File: config.mk
export PLATFORM = sky130hd
export DESIGN_NAME = pidx_port
export DESIGN_NICKNAME = d
export VERILOG_FILES = /design/src/rtl/pidx_pkg.sv /design/src/rtl/pidx_pointer.sv /design/src/rtl/pidx_regs.sv /design/src/rtl/pidx_status.sv /design/src/rtl/pidx_port.sv
export SDC_FILE = /design/constraint.sdc
export NUM_CORES = 1
export LEC_CHECK = 0
export BUFFER_PORTS_ARGS = -buffer_cell sky130_fd_sc_hd__buf_2
export CORE_MARGIN = 1.5
export CORE_UTILIZATION = 53
export CTS_BUF_LIST = sky130_fd_sc_hd__clkbuf_8
export CTS_CLUSTER_SIZE = 40
export DETAILED_ROUTE_END_ITERATION = 10
export PLACE_DENSITY = 0.82
export SLEW_MARGIN = 40
export SYNTH_ARGS = -nofsm -noshare
export SYNTH_HDL_FRONTEND = slang
export SYNTH_HIERARCHICAL = 1
export SYNTH_SLANG_ARGS = --single-unit
File: constraint.sdc
create_clock -name clk -period 1.95 [get_ports clk]
set_clock_uncertainty 0.15 [all_clocks]
set_input_delay 0.2925 -clock clk [delete_from_list [all_inputs] [get_ports clk]]
set_output_delay 0.2925 -clock clk [all_outputs]
set_load 0.02 [all_outputs]
File: src/rtl/pidx_pkg.sv
package pidx_pkg;
    localparam int DATA_W  = 8;
    localparam int FLAG_W  = 6;
    localparam int VIEW_W  = FLAG_W + 1;
    localparam int ST_RST  = 7;
    localparam int ST_MBOX = 2;

    localparam logic [DATA_W-1:0] CMD_CHIPRST = 8'h80;
    localparam logic [DATA_W-1:0] CMD_SHIFT   = 8'h40;
    localparam logic [DATA_W-1:0] CMD_UNSHIFT = 8'h00;

    typedef enum logic [2:0] {
        SEL_NONE = 3'd0,
        SEL_CMD  = 3'd1,
        SEL_MASK = 3'd2,
        SEL_BDET = 3'd3,
        SEL_OBOX = 3'd4,
        SEL_THR  = 3'd5,
        SEL_IBOX = 3'd6
    } sel_e;

    typedef struct packed {
        logic                stat_rd;
        logic                reg_rd;
        logic                reg_wr;
        sel_e                tgt;
        logic [DATA_W-1:0]   wdata;
    } acc_t;

    function automatic sel_e ptr_decode(input logic [DATA_W-1:0] v);
        case (v)
            8'd1:    return SEL_CMD;
            8'd2:    return SEL_MASK;
            8'd3:    return SEL_BDET;
            8'd4:    return SEL_OBOX;
            8'd5:    return SEL_THR;
            8'd6:    return SEL_IBOX;
            default: return SEL_NONE;
        endcase
    endfunction
endpackage

File: src/rtl/pidx_pointer.sv
module pidx_pointer
    import pidx_pkg::*;
(
    input  logic              clk,
    input  logic              rst,
    input  logic              sel,
    input  logic              wr,
    input  logic [DATA_W-1:0] wdata,
    output acc_t              acc,
    output logic              data_mode
);
    logic in_data_q;
    sel_e tgt_q;

    always_ff @(posedge clk) begin
        if (rst) begin
            in_data_q <= 1'b0;
            tgt_q     <= SEL_NONE;
        end else if (sel) begin
            if (in_data_q) begin
                in_data_q <= 1'b0;
            end else if (wr) begin
                in_data_q <= 1'b1;
                tgt_q     <= ptr_decode(wdata);
            end
        end
    end

    always_comb begin
        acc.stat_rd = sel && !wr && !in_data_q;
        acc.reg_rd  = sel && !wr && in_data_q;
        acc.reg_wr  = sel && wr && in_data_q;
        acc.tgt     = tgt_q;
        acc.wdata   = wdata;
    end

    assign data_mode = in_data_q;
endmodule

File: src/rtl/pidx_regs.sv
module pidx_regs
    import pidx_pkg::*;
(
    input  logic              clk,
    input  logic              rst,
    input  acc_t              acc,
    input  logic              far_take,
    input  logic              far_put,
    input  logic [DATA_W-1:0] far_data,
    output logic [DATA_W-1:0] reg_rdata,
    output logic [VIEW_W-1:0] mask,
    output logic              shift,
    output logic              chip_rst,
    output logic              obox_full,
    output logic              ibox_full,
    output logic [DATA_W-1:0] obox_val
);
    logic [VIEW_W-1:0] mask_q;
    logic [DATA_W-1:0] bdet_q, thr_q, obox_q, ibox_q;
    logic              shift_q, ofull_q, ifull_q;
    logic              wr_cmd, wr_obox, rd_ibox, clr;

    assign wr_cmd   = acc.reg_wr && (acc.tgt == SEL_CMD);
    assign wr_obox  = acc.reg_wr && (acc.tgt == SEL_OBOX);
    assign rd_ibox  = acc.reg_rd && (acc.tgt == SEL_IBOX);
    assign chip_rst = wr_cmd && (acc.wdata == CMD_CHIPRST);
    assign clr      = rst || chip_rst;

    always_ff @(posedge clk) begin
        if (clr) begin
            mask_q  <= '0;
            bdet_q  <= '0;
            thr_q   <= '0;
            shift_q <= 1'b0;
        end else if (acc.reg_wr) begin
            case (acc.tgt)
                SEL_MASK: mask_q <= acc.wdata[VIEW_W-1:0];
                SEL_BDET: bdet_q <= acc.wdata;
                SEL_THR:  thr_q  <= acc.wdata;
                SEL_CMD: begin
                    if (acc.wdata == CMD_SHIFT)        shift_q <= 1'b1;
                    else if (acc.wdata == CMD_UNSHIFT) shift_q <= 1'b0;
                end
                default: ;
            endcase
        end
    end

    always_ff @(posedge clk) begin
        if (clr) begin
            obox_q  <= '0;
            ofull_q <= 1'b0;
        end else if (wr_obox) begin
            obox_q  <= acc.wdata;
            ofull_q <= 1'b1;
        end else if (far_take) begin
            obox_q  <= '0;
            ofull_q <= 1'b0;
        end
    end

    always_ff @(posedge clk) begin
        if (clr) begin
            ibox_q  <= '0;
            ifull_q <= 1'b0;
        end else if (far_put) begin
            ibox_q  <= far_data;
            ifull_q <= 1'b1;
        end else if (rd_ibox) begin
            ifull_q <= 1'b0;
        end
    end

    always_comb begin
        case (acc.tgt)
            SEL_CMD:  reg_rdata = shift_q ? CMD_SHIFT : CMD_UNSHIFT;
            SEL_MASK: reg_rdata = {1'b0, mask_q};
            SEL_BDET: reg_rdata = bdet_q;
            SEL_OBOX: reg_rdata = obox_q;
            SEL_THR:  reg_rdata = thr_q;
            SEL_IBOX: reg_rdata = ibox_q;
            default:  reg_rdata = '0;
        endcase
    end

    assign mask      = mask_q;
    assign shift     = shift_q;
    assign obox_full = ofull_q;
    assign ibox_full = ifull_q;
    assign obox_val  = obox_q;
endmodule

File: src/rtl/pidx_status.sv
module pidx_status
    import pidx_pkg::*;
(
    input  logic              clk,
    input  logic              rst,
    input  logic              chip_rst,
    input  logic              stat_rd,
    input  logic              shift,
    input  logic [FLAG_W-1:0] own_flags,
    input  logic [FLAG_W-1:0] peer_flags,
    input  logic              obox_full,
    input  logic              ibox_full,
    input  logic [VIEW_W-1:0] mask,
    input  logic              irq_arm,
    output logic [DATA_W-1:0] status,
    output logic              irq,
    output logic              rst_flag
);
    logic              rflag_q, irq_en_q;
    logic [VIEW_W-1:0] view;

    for (genvar i = 0; i < VIEW_W; i++) begin : g_view
        if (i == ST_MBOX) begin : g_mbox
            assign view[i] = shift ? obox_full : ibox_full;
        end else if (i < ST_MBOX) begin : g_lo
            assign view[i] = shift ? peer_flags[i] : own_flags[i];
        end else begin : g_hi
            assign view[i] = shift ? peer_flags[i-1] : own_flags[i-1];
        end
    end

    always_ff @(posedge clk) begin
        if (rst || chip_rst)  rflag_q <= 1'b1;
        else if (stat_rd)     rflag_q <= 1'b0;
    end

    always_ff @(posedge clk) begin
        if (rst || chip_rst)  irq_en_q <= 1'b0;
        else if (irq_arm)     irq_en_q <= 1'b1;
    end

    assign status   = {rflag_q, view};
    assign irq      = irq_en_q && (rflag_q || |(view & mask));
    assign rst_flag = rflag_q;
endmodule

File: src/rtl/pidx_port.sv
module pidx_port
    import pidx_pkg::*;
(
    input  logic              clk,
    input  logic              rst,
    input  logic              host_sel,
    input  logic              host_wr,
    input  logic [7:0]        host_wdata,
    output logic [7:0]        host_rdata,
    input  logic [5:0]        own_flags,
    input  logic [5:0]        peer_flags,
    input  logic              far_take,
    input  logic              far_put,
    input  logic [7:0]        far_data,
    input  logic              irq_arm,
    output logic              irq_out
);
    acc_t              acc;
    logic              ptr_dmode;
    logic [DATA_W-1:0] reg_rdata, status, obox_q;
    logic [VIEW_W-1:0] mask;
    logic              shift, chip_rst, obox_full, ibox_full, rst_flag;

    pidx_pointer u_ptr (
        .clk(clk), .rst(rst), .sel(host_sel), .wr(host_wr),
        .wdata(host_wdata), .acc(acc), .data_mode(ptr_dmode)
    );

    pidx_regs u_regs (
        .clk(clk), .rst(rst), .acc(acc),
        .far_take(far_take), .far_put(far_put), .far_data(far_data),
        .reg_rdata(reg_rdata), .mask(mask), .shift(shift),
        .chip_rst(chip_rst), .obox_full(obox_full),
        .ibox_full(ibox_full), .obox_val(obox_q)
    );

    pidx_status u_stat (
        .clk(clk), .rst(rst), .chip_rst(chip_rst), .stat_rd(acc.stat_rd),
        .shift(shift), .own_flags(own_flags), .peer_flags(peer_flags),
        .obox_full(obox_full), .ibox_full(ibox_full), .mask(mask),
        .irq_arm(irq_arm), .status(status), .irq(irq_out),
        .rst_flag(rst_flag)
    );

    always_comb begin
        if (acc.stat_rd)     host_rdata = status;
        else if (acc.reg_rd) host_rdata = reg_rdata;
        else                 host_rdata = '0;
    end
endmodule

==> impl_results.md <==
* Status: complete, but fails checks
* Failing checks: setup timing
* Initial DRC count at 252
* Worst r2r path cells at 6
* CTS clk-pin slew, worst paths at 0.09 ns
* Final worst path period share at 114.1%
* Core Region at 4755 µm²
* R2R setup slack at -0.08 ns
* Slew HR at 77.10%
* EDFF count, synth at 0
* WP depth at 6
* RR Endpoint: u_regs/bdet_q[0]$_SDFFE_PP0P_
* Remaining global-route overflow at 0
* HPWL after detailed placement at 4897 µm
* Syn Std Cell Area at 2628 µm²
* Crit path largest cell delay at 0.39 ns
* RSZ-0062 raised after global routing: true
* Drt wl/cell at 18.94 µm
* Area growth syn-to-layout at 27.62%
* Initial core utilization at 55.26%
* Yosys warning count at 6
* Die X at 73.41 µm
* WS Path Type: reg -> out
* Antenna violations before repair at 0
* Clk buf depth at 2
* I/O Buffers at 43
* Clock Sinks at 48
* Cell Rows at 25
* Slew Limit Fails at 0
* CP Launch Type: register
* Die ar. at 5389 µm²
* FMAX at 449.3 MHz
* Asr flop ratio synth at 0%
* Arrival time worst endpoint at 1.78 ns
* Total GRT Usage at 27.77%
* Syn_nets at 308
* Hold_buf cts at 0
* Syn Inst Count at 273
* Final wirelength at 7558 µm
* Post-route cell area at 3353 µm²
* Leakage power at 1.464 nW
* Setup TNS at -4.258 ns
* Multi-input combinational cell area at 1570 µm²
* CTS tree: built
* CP Capture Point: host_rdata[3]
* Clk_lat worst skew at 0.31 ns
* Main synth FF type: dfxtp_1
* Layout cells sized above 1 at 37.65%
* Max-Cap Viols at 0
* Count of final hold-check violations at 0
* Critical Path RT at 1.51 ns
* Layout Nets at 367
* Vias in the first global route at 2161
* DRC at 0
* Fin crit period at 2.226 ns
* Storage element area at 974.7 µm²
* Vias per cell at 6.168
* PwrDens at 534.4 nW/µm²
* IO Pins at 44
* WP buf/inv at 3
* Synth unique cells at 42
* Worst setup margin at -0.2755 ns
* Antenna-violating nets left at 0
* Post-synthesis sequential area ratio at 36.57%
* Worst-path maximum fanout at 15
* Finished Core Util at 70.53%
* Slew of the pin with the lowest slew margin at 0.3389 ns
* Seq cells post-synth at 48
* First-pass GRT wire length at 11150 µm
* Family with the most delay on the worst path: compound AO/OA/AOI/OAI gates
* Setup Viol. Count Final at 43
* Synthesized area per cell at 9.625 µm²
* Die Y at 73.41 µm
* CTS Buf Count at 5
* Final-layout fill cell count at 333
* Root buf cell: clkbuf_8
* Routability cong. at 0.8702
* N_diodes at 0
* Worst R2R Start: u_ptr/tgt_q[0]$_SDFFE_PP0P_
* Crit-path cells: buf_8 -> nor3b_1 -> buf_4 -> a221o_1 -> a22o_1 -> buf_2
* Largest net degree at the start of global routing at 48
* H-tree Lvls at 2
* Placed inst area at 3049 µm²
* DRT Pass-1 Iters at 5
* Worst setup startpoint: u_ptr/tgt_q[0]$_SDFFE_PP0P_
* CP max-delay cell: dfxtp_4
* CP Capture Type: output pin
* Total number of vias at 2461
* VDD IR max at 0.3287 mV
* Hold Path Class: in -> reg
## kinds of logic (layout without fill, tap and decap cells)
group | count (synthesis) | in the layout | share of synthesized area, %
compound gates | 42 | 42 | 12.67
buf+inv | 35 | 94 | 7.190
flops | 48 | 48 | 36.57
mux | 56 | 56 | 21.86
simple gates | 92 | 92 | 21.71
## cell type report
cell class	count	area share (%)
sequential	48	29.07
timing repair buffer	83	18.73
clock inverter	2	0.3731
inverter	4	0.4478
tap	67	2.500
multi-input combinational	190	46.83
clock buffer	5	2.052
## cells in the final DEF (no fill, tap or decap), types with 5 or more instances in the layout
| cell | count |
|---|---|
| mux2i_1 | 44 |
| dfxtp_1 | 43 |
| nor3_1 | 40 |
| buf_2 | 36 |
| buf_4 | 32 |
| a22o_1 | 12 |
| buf_6 | 10 |
| nor2b_1 | 9 |
| nand2_1 | 7 |
| a21oi_1 | 7 |
| nor2_1 | 7 |
| nand4b_1 | 6 |
| clkbuf_8 | 5 |
| a221o_1 | 5 |
| mux2_2 | 5 |
## stage by stage
stage               hold WS [ns]  setup slack, ns  total power [mW]  cells
floorplan                 0.2116        0.0005814             1.136    273
global placement          0.3018         -0.02237             1.215    385
detailed placement        0.3249         -0.09223             1.218    385
CTS                      0.03094          -0.2724             1.781    395
global route             0.03294          -0.3147             1.851    399
finish                   0.03472          -0.2755             1.792    399
## worst min path at each step
stage	end	depth (start not counted)	slack, ns	from
after global routing	u_stat/irq_en_q$_SDFFE_PP0P_	2	0.03	irq_arm
after detailed placement	u_stat/irq_en_q$_SDFFE_PP0P_	1	0.32	u_stat/irq_en_q$_SDFFE_PP0P_
after CTS	u_stat/irq_en_q$_SDFFE_PP0P_	2	0.03	irq_arm
final	u_stat/irq_en_q$_SDFFE_PP0P_	2	0.03	irq_arm
after global placement	u_stat/irq_en_q$_SDFFE_PP0P_	1	0.30	u_stat/irq_en_q$_SDFFE_PP0P_
after floorplan	u_ptr/data_mode$_SDFFE_PP0P_	1	0.21	rst
## synthesized netlist by cell type (3+ instances only)
master	instances	area share [%]
nand2b_1	3	0.71
buf_4	9	2.6
mux2_2	7	3.0
nor2b_1	11	2.6
nand2_1	7	1.0
o21ai_0	3	0.57
nor3b_1	3	0.86
nand4b_1	6	2.0
mux2i_1	48	18
a22o_1	12	4.0
nor2_1	7	1.0
a21boi_0	3	0.86
inv_1	4	0.57
o2bb2ai_1	3	1.0
clkbuf_1	11	1.6
a221o_1	5	1.9
buf_2	7	1.3
a21oi_1	7	1.3
nor3_1	40	7.6
dfxtp_1	48	37
## metal layers
| metal | track usage [%] | vias to the layer above | share of wire, % |
|---|---|---|---|
| met3 | 5.350 | 27 | 6.5 |
| met1 | 35.31 | 1182 | 42 |
| met5 | 0 | - | 0 |
| li1 | - | 1121 | - |
| met4 | 12.14 | 0 | 3.2 |
| met2 | 45.76 | 131 | 48 |
## registers in the layout, indices dropped and copies added, names as in the netlist
signal	flops
u_ptr/data_mode	1
u_regs/thr_q	8
u_regs/obox_full	1
u_regs/mask	7
u_ptr/tgt_q	3
u_regs/obox_val	8
u_regs/ibox_q	8
u_regs/shift	1
u_stat/rst_flag	1
u_stat/irq_en_q	1
u_regs/bdet_q	8
u_regs/ibox_full	1
## report_power, final
part           internal (mW)  switching, mW  total (mW)
combinational          0.101          0.108       0.209
sequential             0.991         0.0116        1.00
clock                  0.243          0.337       0.581
total                   1.34          0.457        1.79
## what timing repair did
| item | CTS | global route |
|---|---|---|
| resized for setup | 31 | 14 |
| pin swaps | 13 | 10 |
| setup buffers | 4 | 4 |
| endpoints found under the setup margin | 11 | 12 |
Power figures use the tool's default switching activity.
